**src/rtl/nibble_alu.sv**
```systemverilog
module nibble_alu (
  input  logic       clk,
  input  logic       rst_n,
  input  logic       issue,
  input  logic [3:0] op_code,
  input  logic       idx_dst,
  input  logic       dec_mode,
  input  logic [3:0] opnd_a,
  input  logic [3:0] opnd_b,
  input  logic       carry_in,
  output logic [3:0] result,
  output logic       carry,
  output logic       zero,
  output logic       done,
  output logic       wrote
);

  localparam logic [3:0] OP_ADD = 4'd0;
  localparam logic [3:0] OP_ADC = 4'd1;
  localparam logic [3:0] OP_SUB = 4'd2;
  localparam logic [3:0] OP_SBC = 4'd3;
  localparam logic [3:0] OP_CMP = 4'd4;
  localparam logic [3:0] OP_INC = 4'd5;
  localparam logic [3:0] OP_DEC = 4'd6;
  localparam logic [3:0] OP_AND = 4'd7;
  localparam logic [3:0] OP_OR  = 4'd8;
  localparam logic [3:0] OP_XOR = 4'd9;

  logic       cin_used;
  logic       adjust;
  logic [4:0] sum_w;
  logic [4:0] dif_w;
  logic [3:0] n_res;
  logic       n_car;
  logic       n_zer;
  logic       n_wr;

  assign cin_used = ((op_code == OP_ADC) || (op_code == OP_SBC)) && carry_in;
  assign adjust   = dec_mode && !idx_dst;
  assign sum_w    = {1'b0, opnd_a} + {1'b0, opnd_b} + {4'b0, cin_used};
  assign dif_w    = {1'b0, opnd_a} - {1'b0, opnd_b} - {4'b0, cin_used};

  always_comb begin
    n_res = result;
    n_car = carry;
    n_zer = zero;
    n_wr  = 1'b0;
    case (op_code)
      OP_ADD, OP_ADC: begin
        n_wr = 1'b1;
        if (adjust && (sum_w > 5'd9)) begin
          n_res = sum_w[3:0] + 4'd6;
          n_car = 1'b1;
        end else begin
          n_res = sum_w[3:0];
          n_car = sum_w[4];
        end
      end
      OP_SUB, OP_SBC: begin
        n_wr = 1'b1;
        if (adjust && dif_w[4]) n_res = dif_w[3:0] - 4'd6;
        else                    n_res = dif_w[3:0];
        n_car = dif_w[4];
      end
      OP_CMP: begin
        n_car = dif_w[4];
        n_zer = (dif_w[3:0] == 4'd0);
      end
      OP_INC: begin
        n_wr = 1'b1;
        {n_car, n_res} = {1'b0, opnd_a} + 5'd1;
      end
      OP_DEC: begin
        n_wr = 1'b1;
        {n_car, n_res} = {1'b0, opnd_a} - 5'd1;
      end
      OP_AND: begin n_wr = 1'b1; n_res = opnd_a & opnd_b; end
      OP_OR:  begin n_wr = 1'b1; n_res = opnd_a | opnd_b; end
      OP_XOR: begin n_wr = 1'b1; n_res = opnd_a ^ opnd_b; end
      default: ;
    endcase
    if (n_wr) n_zer = (n_res == 4'd0);
  end

  always_ff @(posedge clk) begin
    if (!rst_n) begin
      result <= 4'd0;
      carry  <= 1'b0;
      zero   <= 1'b0;
      done   <= 1'b0;
      wrote  <= 1'b0;
    end else begin
      done  <= issue;
      wrote <= issue && n_wr;
      if (issue) begin
        result <= n_res;
        carry  <= n_car;
        zero   <= n_zer;
      end
    end
  end

endmodule

```
**config.mk**
```make
export PLATFORM = sky130hd
export DESIGN_NAME = nibble_alu
export DESIGN_NICKNAME = d
export VERILOG_FILES = /design/src/rtl/nibble_alu.sv
export SDC_FILE = /design/constraint.sdc
export NUM_CORES = 1
export LEC_CHECK = 0
export ABC_AREA = 0
export ABC_CLOCK_PERIOD_IN_PS = 3800
export BUFFER_PORTS_ARGS = -buffer_cell sky130_fd_sc_hd__buf_2
export CORE_AREA = 2 2 46 91
export DETAILED_ROUTE_END_ITERATION = 10
export DIE_AREA = 0 0 48 93
export PLACE_DENSITY = 0.69
export SYNTH_ARGS = -nofsm -noshare
export SYNTH_HDL_FRONTEND = slang
export SYNTH_SLANG_ARGS = --single-unit
export TNS_END_PERCENT = 100
```
**constraint.sdc**
```tcl
create_clock -name clk -period 3.8 [get_ports clk]
set_input_delay 0.57 -clock clk [delete_from_list [all_inputs] [get_ports clk]]
set_output_delay 0.57 -clock clk [all_outputs]
set_load 0.01 [all_outputs]
```
==> results.sh, run 1 <==
export IMPL_status="completed"
export IMPL_io_pins=26
export IMPL_place_ws_ns=-0.1016
export IMPL_synth_area_top_cells="ha_1 (16%), dfxtp_1 (11%), fa_1 (5.5%)"
export IMPL_die_x_um=48
export IMPL_cts_root_buffer="clkbuf_8"
export IMPL_synth_top_area_share_pct=15.56
export IMPL_place_port_buffers=25
export IMPL_synth_main_ff_cell="dfxtp_1"
export IMPL_p_switching_w=0.0001599
export IMPL_power_leakage_nw=0.8088
export IMPL_cp_start_kind="input port"
export IMPL_path_class="in -> reg"
export IMPL_timing_slew_headroom_pct=59.63
export IMPL_worst_r2r_setup_slack_ns=2.93
export IMPL_drtPass1Iterations=4
export IMPL_dieArea_mm2=0.004464
export IMPL_path_cells="buf_2 -> nor2_1 -> and3_1 -> inv_1 -> fa_1 -> inv_1 -> ha_1 -> nor2_1 -> fa_1 -> nand2b_1 -> a22o_1 -> o21a_1 -> mux2_2 -> a221oi_4 -> o221ai_2 -> a21oi_1"
export IMPL_via_count=1576
export IMPL_synth_seq_cells=8
export IMPL_dp_cells=269
export IMPL_drc=0
export IMPL_drt_wl_total_mm=4.025
export IMPL_setup_viol=0
export IMPL_start_util_pct=38.06
export IMPL_drive_above_1_share_pct=19.46
export IMPL_arrival_ns=3.75
export IMPL_grt_pass1_wl_mm=6.272
export IMPL_clkLatencyLatePin_ns=0.22
export IMPL_setup_slack_ns=0.2045
export IMPL_diodes=0
export IMPL_critical_path_top_delay_family="compound AO/OA/AOI/OAI gates"
export IMPL_yosysSeqAreaShare_pct=11.06
export IMPL_fin_skew_ns=0.00005992
export IMPL_drv_cap=0
export IMPL_async_flop_share_pct=0
export IMPL_grt_max_degree=19
export IMPL_antenna_found_initial=0
export IMPL_critPathMaxFanout=4
export IMPL_power_internal_w=0.0002524
export IMPL_cts_buffers=3
export IMPL_yosys_top_cells_count="inv_1 (19), ha_1 (18), nor2_1 (18)"
export IMPL_cellPowerDensity_mw_per_mm2=240.3
export IMPL_p_seq_share_pct=22.6
export IMPL_core_area_mm2=0.003804
export IMPL_fp_row_count=32
export IMPL_cts_sinks=8
export IMPL_hold_viol=0
export IMPL_clkPwrFrac_pct=23.8
export IMPL_share_comb_of_total_power_pct=53.7
export IMPL_dieHeight_um=93
export IMPL_yosys_warnings=0
export IMPL_ctsHtreeMaxLevel=1
export IMPL_path_clk_slew_ns=0.04
export IMPL_ant_nets=0
export IMPL_finalPower_w=0.0004122
export IMPL_cts_tree="done"
export IMPL_synth_distinct_cells=50
export IMPL_critPathBufInv=3
export IMPL_avgSynthCellArea_um2=7.462
export IMPL_clock_fmax_ghz=0.2781
export IMPL_final_cells=272
export IMPL_initialDrtViolationCount=21
export IMPL_period_needed_ns=3.596
export IMPL_grt_pass1_vias=1517
export IMPL_synth_edff_count=0
export IMPL_rsz0062_at_grt="false"
export IMPL_syn_num_nets=234
export IMPL_synthToLayoutAreaGrowth_pct=18.50
export IMPL_syn_inst=194
export IMPL_post_drt_wl_per_cell_um=14.80
export IMPL_syn_area_mm2=0.001448
export IMPL_min_period_over_period_pct=94.62
export IMPL_tightest_slew_ns=0.6009
export IMPL_post_synth_top_count_cell="inv_1"
export IMPL_grt_overflow=0
export IMPL_crit_required_ns=3.96
export IMPL_critPathCaptureType="flip-flop"
export IMPL_cpMaxStageDelayCell="fa_1"
export IMPL_clock_path_buffers=2
export IMPL_slew_violations=0
export IMPL_gp_congestion=0.8596
export IMPL_hpwl_mm=3.337
export IMPL_irDropWorstVdd_uv=153.6
export IMPL_finalNetCount=263
export IMPL_worstHoldPathType="reg -> reg"
export IMPL_grt_util_all_layers_pct=18.82
export IMPL_synth_top_area_cell="ha_1"
export IMPL_critPathMaxStageDelay_ns=0.47
export IMPL_routed_via_density=5.794
export IMPL_p_sw_share_pct=38.78
export IMPL_fill_cells=400
-- worst paths after layout --
kind / from / end / cells past startpoint
setup / recovery: op_code[3] / zero / 16
hold / removal: carry / carry / 2
setup reg to reg: result[3] / result[3] / 3
hold reg to reg: carry / carry / 2
-- worst min-delay path: stages (launching register included) --
cell and delay [ns]:
dfxtp_1 0.30, nand2_1 0.04, a21boi_0 0.06
-- layout make-up --
class | instances | area (um^2) | share of cell area, %
inverter | 19 | 71.32 | 4.158
sequential | 8 | 160.2 | 9.336
timing repair buffer | 32 | 177.7 | 10.36
multi-input combinational | 159 | 1201 | 70.02
tap | 51 | 63.81 | 3.720
clock buffer | 3 | 41.29 | 2.407
-- power by group through the flow --
stage / sequential, W / clock (W) / combinational, W
6_report: 0.0000931 / 0.0000980 / 0.000221
5_1_grt: 0.0000940 / 0.000103 / 0.000246
4_1_cts: 0.0000932 / 0.0000996 / 0.000213
3_5_place_dp: 0.0000945 / 0 / 0.000211
3_3_place_gp: 0.0000944 / 0 / 0.000209
2_1_floorplan: 0.0000973 / 0 / 0.000143
-- registers in the layout, summed over array words and instances (netlist names) --
signal,count
carry,1
done,1
result,4
wrote,1
zero,1
-- routing by layer --
layer  track usage [%]  wire (um)
met1             18.32       1409
met4             13.96        345
met5                 0          0
met3            0.7722         93
met2             33.44       2177
-- timing repair --
action | 4_1_cts | 5_1_grt
endpoints found under the hold margin | 0 | 0
hold buffers | 0 | 0
buffers inserted | 0 | 0
endpoints found under the setup margin | 0 | 1
gates resized for setup | 0 | 3
-- layout by cell type (no fill, tap or decap), types with 4 or more instances in the layout --
cell type  count
buf_2         25
o21ai_0       11
nor3_1         4
dfxtp_1        8
a21oi_1        8
nand2b_1       5
and2_1         6
nand3_1        4
o21a_1         4
inv_1         19
buf_4          7
nor2_1        18
nand2_1       14
xor2_1         6
nor2b_1        7
fa_1           4
ha_1          18
-- per-stage QoR --
stage / hold slack [ns] / util, % / area (um^2) / TNS [ns]
5_1_grt: 0.5140 / 45.10 / 1715 / 0
4_1_cts: 0.4600 / 44.51 / 1693 / 0
6_report: 0.4564 / 45.10 / 1715 / 0
3_5_place_dp: 0.4549 / 43.42 / 1652 / -0.1016
2_1_floorplan: 0.4876 / - / 1448 / 0
3_3_place_gp: 0.4486 / 43.42 / 1652 / -0.02790
-- cell families (layout without fill, tap and decap cells) --
kind of cell / Yosys count / in the layout / synth area share (%)
flip-flops: 8 / 8 / 11.06
buffers and inverters: 27 / 54 / 7.520
adder cells (fa/ha/maj): 22 / 22 / 21.09
AO/OA/AOI/OAI: 58 / 58 / 29.04
AND/OR/NAND/NOR: 69 / 69 / 24.81
multiplexers: 3 / 3 / 2.247
XOR/XNOR: 7 / 7 / 4.235
Power figures use the tool's default switching activity.
==> inputs of run 2 (changes only) <==
CORE_AREA = 2 2 64 66   (was 2 2 46 91)
DIE_AREA = 0 0 66 68   (was 0 0 48 93)
==> run 2 against run 1 <==
Die area increased by 0.54%. Combinational power decreased by 3%. Cell count decreased by 0.37%. Flip-flop and latch count unchanged. Largest cell class unchanged. Critical endpoint unchanged. Register-to-register slack improved by 0.06 ns. Critical path depth unchanged.
==> results.sh, run 2 (synthesis gave the netlist of run 1 again) <==
export IMPL_status="completed"
export IMPL_final_common_cell="buf_2"
export IMPL_ctsHtreeMaxLevel=1
export IMPL_path_clk_slew_ns=0.04
export IMPL_grt_overflow=0
export IMPL_hpwl_mm=2.937
export IMPL_finalNetCount=263
export IMPL_fin_tns_setup_ns=0
export IMPL_place_area_mm2=0.001635
export IMPL_die_x_um=66
export IMPL_drc=0
export IMPL_dieArea_mm2=0.004488
export IMPL_critPathMaxStageDelay_ns=0.48
export IMPL_place_ws_ns=-0.07230
export IMPL_drv_cap=0
export IMPL_grt_util_all_layers_pct=17.52
export IMPL_period_needed_ns=3.584
export IMPL_critical_path_top_delay_family="adder cells"
export IMPL_drtPass1Iterations=4
export IMPL_via_count=1524
export IMPL_routed_via_density=5.624
export IMPL_cellPowerDensity_mw_per_mm2=237.8
export IMPL_post_drt_wl_per_cell_um=13.86
export IMPL_crit_required_ns=3.96
export IMPL_dieHeight_um=68
export IMPL_place_port_buffers=25
export IMPL_gp_congestion=0.8682
export IMPL_grt_pass1_vias=1370
export IMPL_critPathMaxFanout=4
export IMPL_design_area_mm2=0.001710
export IMPL_io_pins=26
export IMPL_slew_violations=0
export IMPL_largest_reg_flops=4
export IMPL_timing_slew_headroom_pct=58.70
export IMPL_tightest_slew_ns=0.6147
export IMPL_fin_util_pct=44.35
export IMPL_grt_max_degree=19
export IMPL_critPathCaptureType="flip-flop"
export IMPL_multiInputGateArea_mm2=0.001197
export IMPL_fill_cells=393
export IMPL_cts_tree="done"
export IMPL_drt_wl_total_mm=3.755
export IMPL_finalPower_w=0.0004067
export IMPL_worst_r2r_setup_slack_ns=2.99
export IMPL_worstHoldPathType="reg -> reg"
export IMPL_irDropWorstVdd_uv=192.7
export IMPL_layout_common_cells="buf_2 (25), inv_1 (19), ha_1 (18)"
export IMPL_cts_sinks=8
export IMPL_core_area_mm2=0.003856
export IMPL_grt_pass1_wl_mm=6.210
export IMPL_setup_slack_ns=0.2159
export IMPL_antenna_found_initial=0
export IMPL_power_leakage_nw=0.8093
export IMPL_critPathBufInv=3
export IMPL_rsz0062_at_grt="false"
export IMPL_synthToLayoutAreaGrowth_pct=18.15
export IMPL_setup_viol=0
export IMPL_start_util_pct=37.54
export IMPL_min_period_over_period_pct=94.32
export IMPL_fin_skew_ns=0.0007068
export IMPL_cpMaxStageDelayCell="fa_1"
export IMPL_initialDrtViolationCount=71
export IMPL_arrival_ns=3.74
export IMPL_ant_nets=0
export IMPL_top_register="result"
export IMPL_clock_path_buffers=2
export IMPL_path_cells="buf_2 -> nor2_2 -> and3_1 -> inv_1 -> fa_1 -> inv_1 -> ha_1 -> nor2_1 -> fa_1 -> nand2b_1 -> a22o_1 -> o21a_1 -> mux2_2 -> a221oi_4 -> o221ai_1 -> a21oi_1"
export IMPL_cts_root_buffer="clkbuf_8"
export IMPL_cp_start_kind="input port"
export IMPL_drive_above_1_share_pct=19.46
export IMPL_seqCellArea_um2=160.2
export IMPL_fp_row_count=23
export IMPL_path_class="in -> reg"
export IMPL_clock_fmax_ghz=0.2790
export IMPL_cts_buffers=3
export IMPL_diodes=0
export IMPL_hold_viol=0
export IMPL_clkLatencyLatePin_ns=0.23
-- run 2: cell counts in the layout (fill, tap and decap cells not counted) --
No cell type changed its count.
-- run 2: area by class of cell --
class / instances / area share (%)
clock buffer: 3 / 2.414
inverter: 19 / 4.170
multi-input combinational: 159 / 70.01
sequential: 8 / 9.364
tap: 50 / 3.658
timing repair buffer: 32 / 10.39
-- run 2: power by group --
group          internal (W)  switching, W
registers         0.0000905    0.00000245
clock network     0.0000683     0.0000307
logic             0.0000919      0.000123
total              0.000251      0.000156
-- run 2: worst reg2reg max path, cell delays in order (launching register included) --
cell and delay, ns:
dfxtp_1 0.31, nor2_1 0.14, nor3b_1 0.06, o21a_1 0.19
-- run 2: repair_timing --
item | 4_1_cts | 5_1_grt
setup buffers | 0 | 2
resized for setup | 0 | 3
setup endpoints to repair | 0 | 2
hold buffers | 0 | 0
hold endpoints to repair | 0 | 0
-- run 2: path summary, 6_finish.rpt --
kind,cells past startpoint,from,endpoint
min reg2reg,2,carry,carry
min,2,carry,carry
max reg2reg,3,result[3],result[3]
max,16,op_code[3],zero
-- run 2: metrics by stage --
stage / hold WS, ns / cells
floorplan: 0.4876 / 194
global placement: 0.4539 / 266
detailed placement: 0.4564 / 266
CTS: 0.4616 / 269
global route: 0.5206 / 271
finish: 0.4585 / 271
-- run 2: metal layers --
layer | share of wire, % | up-vias | wire, um | GRT usage, %
met1 | 45 | 707 | 1689 | 23.61
met3 | 6.0 | 6 | 224 | 2.467
met4 | 1.6 | 0 | 61 | 4.847
met5 | 0 | - | 0 | 0
met2 | 47 | 58 | 1779 | 29.42
li1 | - | 753 | - | -
==> inputs of run 3 (changes only) <==
ABC_CLOCK_PERIOD_IN_PS = 2900   (was 3800)
clock period = 2.9 ns   (was 3.8 ns; I/O delays follow)
==> run 3 against run 2 <==
The flow now finishes with violations (negative setup slack). Die area unchanged. Clock skew up 0.0032 ns. Sequential share of layout area down 1.0 points. Cell count up 5.2%. Register-to-register slack worse by 0.92 ns. Clock-buffer cell count unchanged. Largest power group unchanged.
==> results.sh, run 3 (synthesis gave the netlist of run 1 again) <==
export IMPL_hpwl_mm=3.177
export IMPL_grt_util_all_layers_pct=18.83
export IMPL_drt_met1_wl_mm=1.854
export IMPL_maxUsedRoutingLayer="met4"
export IMPL_cts_root_buffer="clkbuf_8"
export IMPL_clock_fmax_ghz=0.3145
export IMPL_drv_cap=0
export IMPL_fill_cells=401
export IMPL_critPathMaxStageDelay_ns=0.54
export IMPL_cellPowerDensity_mw_per_mm2=317.6
export IMPL_worst_r2r_setup_slack_ns=2.07
export IMPL_post_drt_wl_per_cell_um=14.03
export IMPL_drc=0
export IMPL_hold_viol=0
export IMPL_die_x_um=66
export IMPL_cp_start_kind="input port"
export IMPL_final_cells=285
export IMPL_clock_path_buffers=2
export IMPL_status="complete, but fails checks"
export IMPL_rr_startpoint="result[3]"
export IMPL_initialDrtViolationCount=85
export IMPL_path_cells="buf_6 -> nor2_4 -> and3_4 -> inv_2 -> fa_1 -> inv_1 -> ha_4 -> nor2_4 -> fa_2 -> nand2b_4 -> a22o_1 -> o21a_1 -> mux2_4 -> a221oi_4 -> o221ai_1 -> a21oi_1"
export IMPL_critPathBufInv=3
export IMPL_crit_cells=16
export IMPL_violations="negative setup slack"
export IMPL_min_period_over_period_pct=109.6
export IMPL_path_class="in -> reg"
export IMPL_ctsHtreeMaxLevel=1
export IMPL_core_area_mm2=0.003856
export IMPL_antenna_found_initial=0
export IMPL_critPathCaptureType="flip-flop"
export IMPL_crit_end="zero"
export IMPL_dieHeight_um=68
export IMPL_arrival_ns=3.33
export IMPL_dieArea_mm2=0.004488
export IMPL_crit_required_ns=3.05
export IMPL_clkLatencyLatePin_ns=0.22
export IMPL_tightest_slew_ns=0.7380
export IMPL_fin_util_pct=49.84
export IMPL_drtPass1Iterations=6
export IMPL_grt_overflow=0
export IMPL_grt_pass1_wl_mm=6.693
export IMPL_cts_sinks=8
export IMPL_r2r_worst_path_cells=3
export IMPL_path_clk_slew_ns=0.04
export IMPL_gp_congestion=0.9139
export IMPL_finalNetCount=277
export IMPL_grt_max_degree=19
export IMPL_fin_skew_ns=0.003858
export IMPL_rr_endpoint="result[3]"
export IMPL_via_count=1541
export IMPL_grt_pass1_vias=1509
export IMPL_routed_wl_met3_um=189
export IMPL_critical_path_top_delay_family="adder cells"
export IMPL_drt_wl_total_mm=3.999
export IMPL_synthToLayoutAreaGrowth_pct=32.76
export IMPL_diodes=0
export IMPL_layout_common_cells="buf_2 (23), buf_4 (21), inv_1 (17)"
export IMPL_met2_length_mm=1.937
export IMPL_setup_slack_ns=-0.2792
export IMPL_period_needed_ns=3.179
export IMPL_critPathMaxFanout=3
export IMPL_crit_top_cell="nor2_4"
export IMPL_cts_buffers=3
export IMPL_drive_above_1_share_pct=30.64
export IMPL_routed_via_density=5.407
export IMPL_start_util_pct=37.54
export IMPL_ant_nets=0
export IMPL_power_leakage_nw=0.8976
export IMPL_timing_slew_headroom_pct=50.42
export IMPL_rsz0062_at_grt="true"
export IMPL_fp_row_count=23
export IMPL_final_common_cell="buf_2"
export IMPL_setup_viol=4
export IMPL_top_register="result"
export IMPL_dp_cells=281
export IMPL_cpMaxStageDelayCell="fa_1"
export IMPL_crit_start="op_code[2]"
export IMPL_place_port_buffers=25
export IMPL_cts_tree="done"
export IMPL_largest_reg_flops=4
export IMPL_worstHoldPathType="reg -> reg"
export IMPL_slew_violations=0
export IMPL_irDropWorstVdd_uv=119.2
export IMPL_io_pins=26
==> run 3: repair_timing <==
| item | CTS | global route |
|---|---|---|
| setup buffers | 0 | 1 |
| endpoints found under the setup margin | 4 | 4 |
| pin swaps | 9 | 8 |
| hold buffers | 0 | 0 |
| resized for setup | 9 | 6 |
==> run 3: area by class of cell <==
class                           instances  area, um^2  share of cell area (%)
Multi-Input combinational cell        159        1291                   67.19
Timing Repair Buffer                   46       295.3                   15.36
Sequential cell                         8       160.2                   8.333
Inverter                               19       71.32                   3.711
Tap cell                               50       62.56                   3.255
Clock buffer                            3       41.29                   2.148
==> run 3: how the worst min path moves through the flow <==
stage | startpoint | endpoint | slack (ns) | depth (start not counted)
final | carry | carry | 0.46 | 2
after global routing | carry | carry | 0.48 | 2
after CTS | carry | carry | 0.47 | 2
after detailed placement | carry | carry | 0.47 | 2
after global placement | carry | carry | 0.45 | 2
after floorplan | carry | carry | 0.49 | 2
==> run 3: through the flow <==
| stage | instance area (um^2) | hold WS, ns | setup TNS, ns | setup WS [ns] | power, W |
|---|---|---|---|---|---|
| 6_report | 1922 | 0.4645 | -0.8158 | -0.2792 | 0.0006103 |
| 5_1_grt | 1922 | 0.4841 | -1.291 | -0.3902 | 0.0006587 |
| 4_1_cts | 1883 | 0.4654 | -0.6151 | -0.2429 | 0.0005921 |
| 3_5_place_dp | 1783 | 0.4692 | -2.060 | -0.5679 | 0.0004387 |
| 3_3_place_gp | 1783 | 0.4536 | -1.901 | -0.5659 | 0.0004335 |
| 2_1_floorplan | 1515 | 0.4876 | -1.280 | -0.4532 | 0.0003330 |
==> run 3: power by group <==
part	internal (W)	total [W]	switching, W
clock network	0.0000896	0.000129	0.0000399
registers	0.000118	0.000122	0.00000349
logic	0.000169	0.000359	0.000190
total	0.000377	0.000610	0.000233
==> run 3: worst min-delay path: cells and delay by family (launching register included) <==
kind | cells | cell delay [ns]
flip-flops | 1 | 0.30
AO/OA/AOI/OAI | 1 | 0.07
AND/OR/NAND/NOR | 1 | 0.05
==> run 3: routing by layer <==
layer | GRT usage (%) | vias to the layer above
met4 | 2.551 | 0
li1 | - | 781
met5 | 0 | -
met3 | 3.454 | 2
met1 | 25.32 | 718
met2 | 32.32 | 40
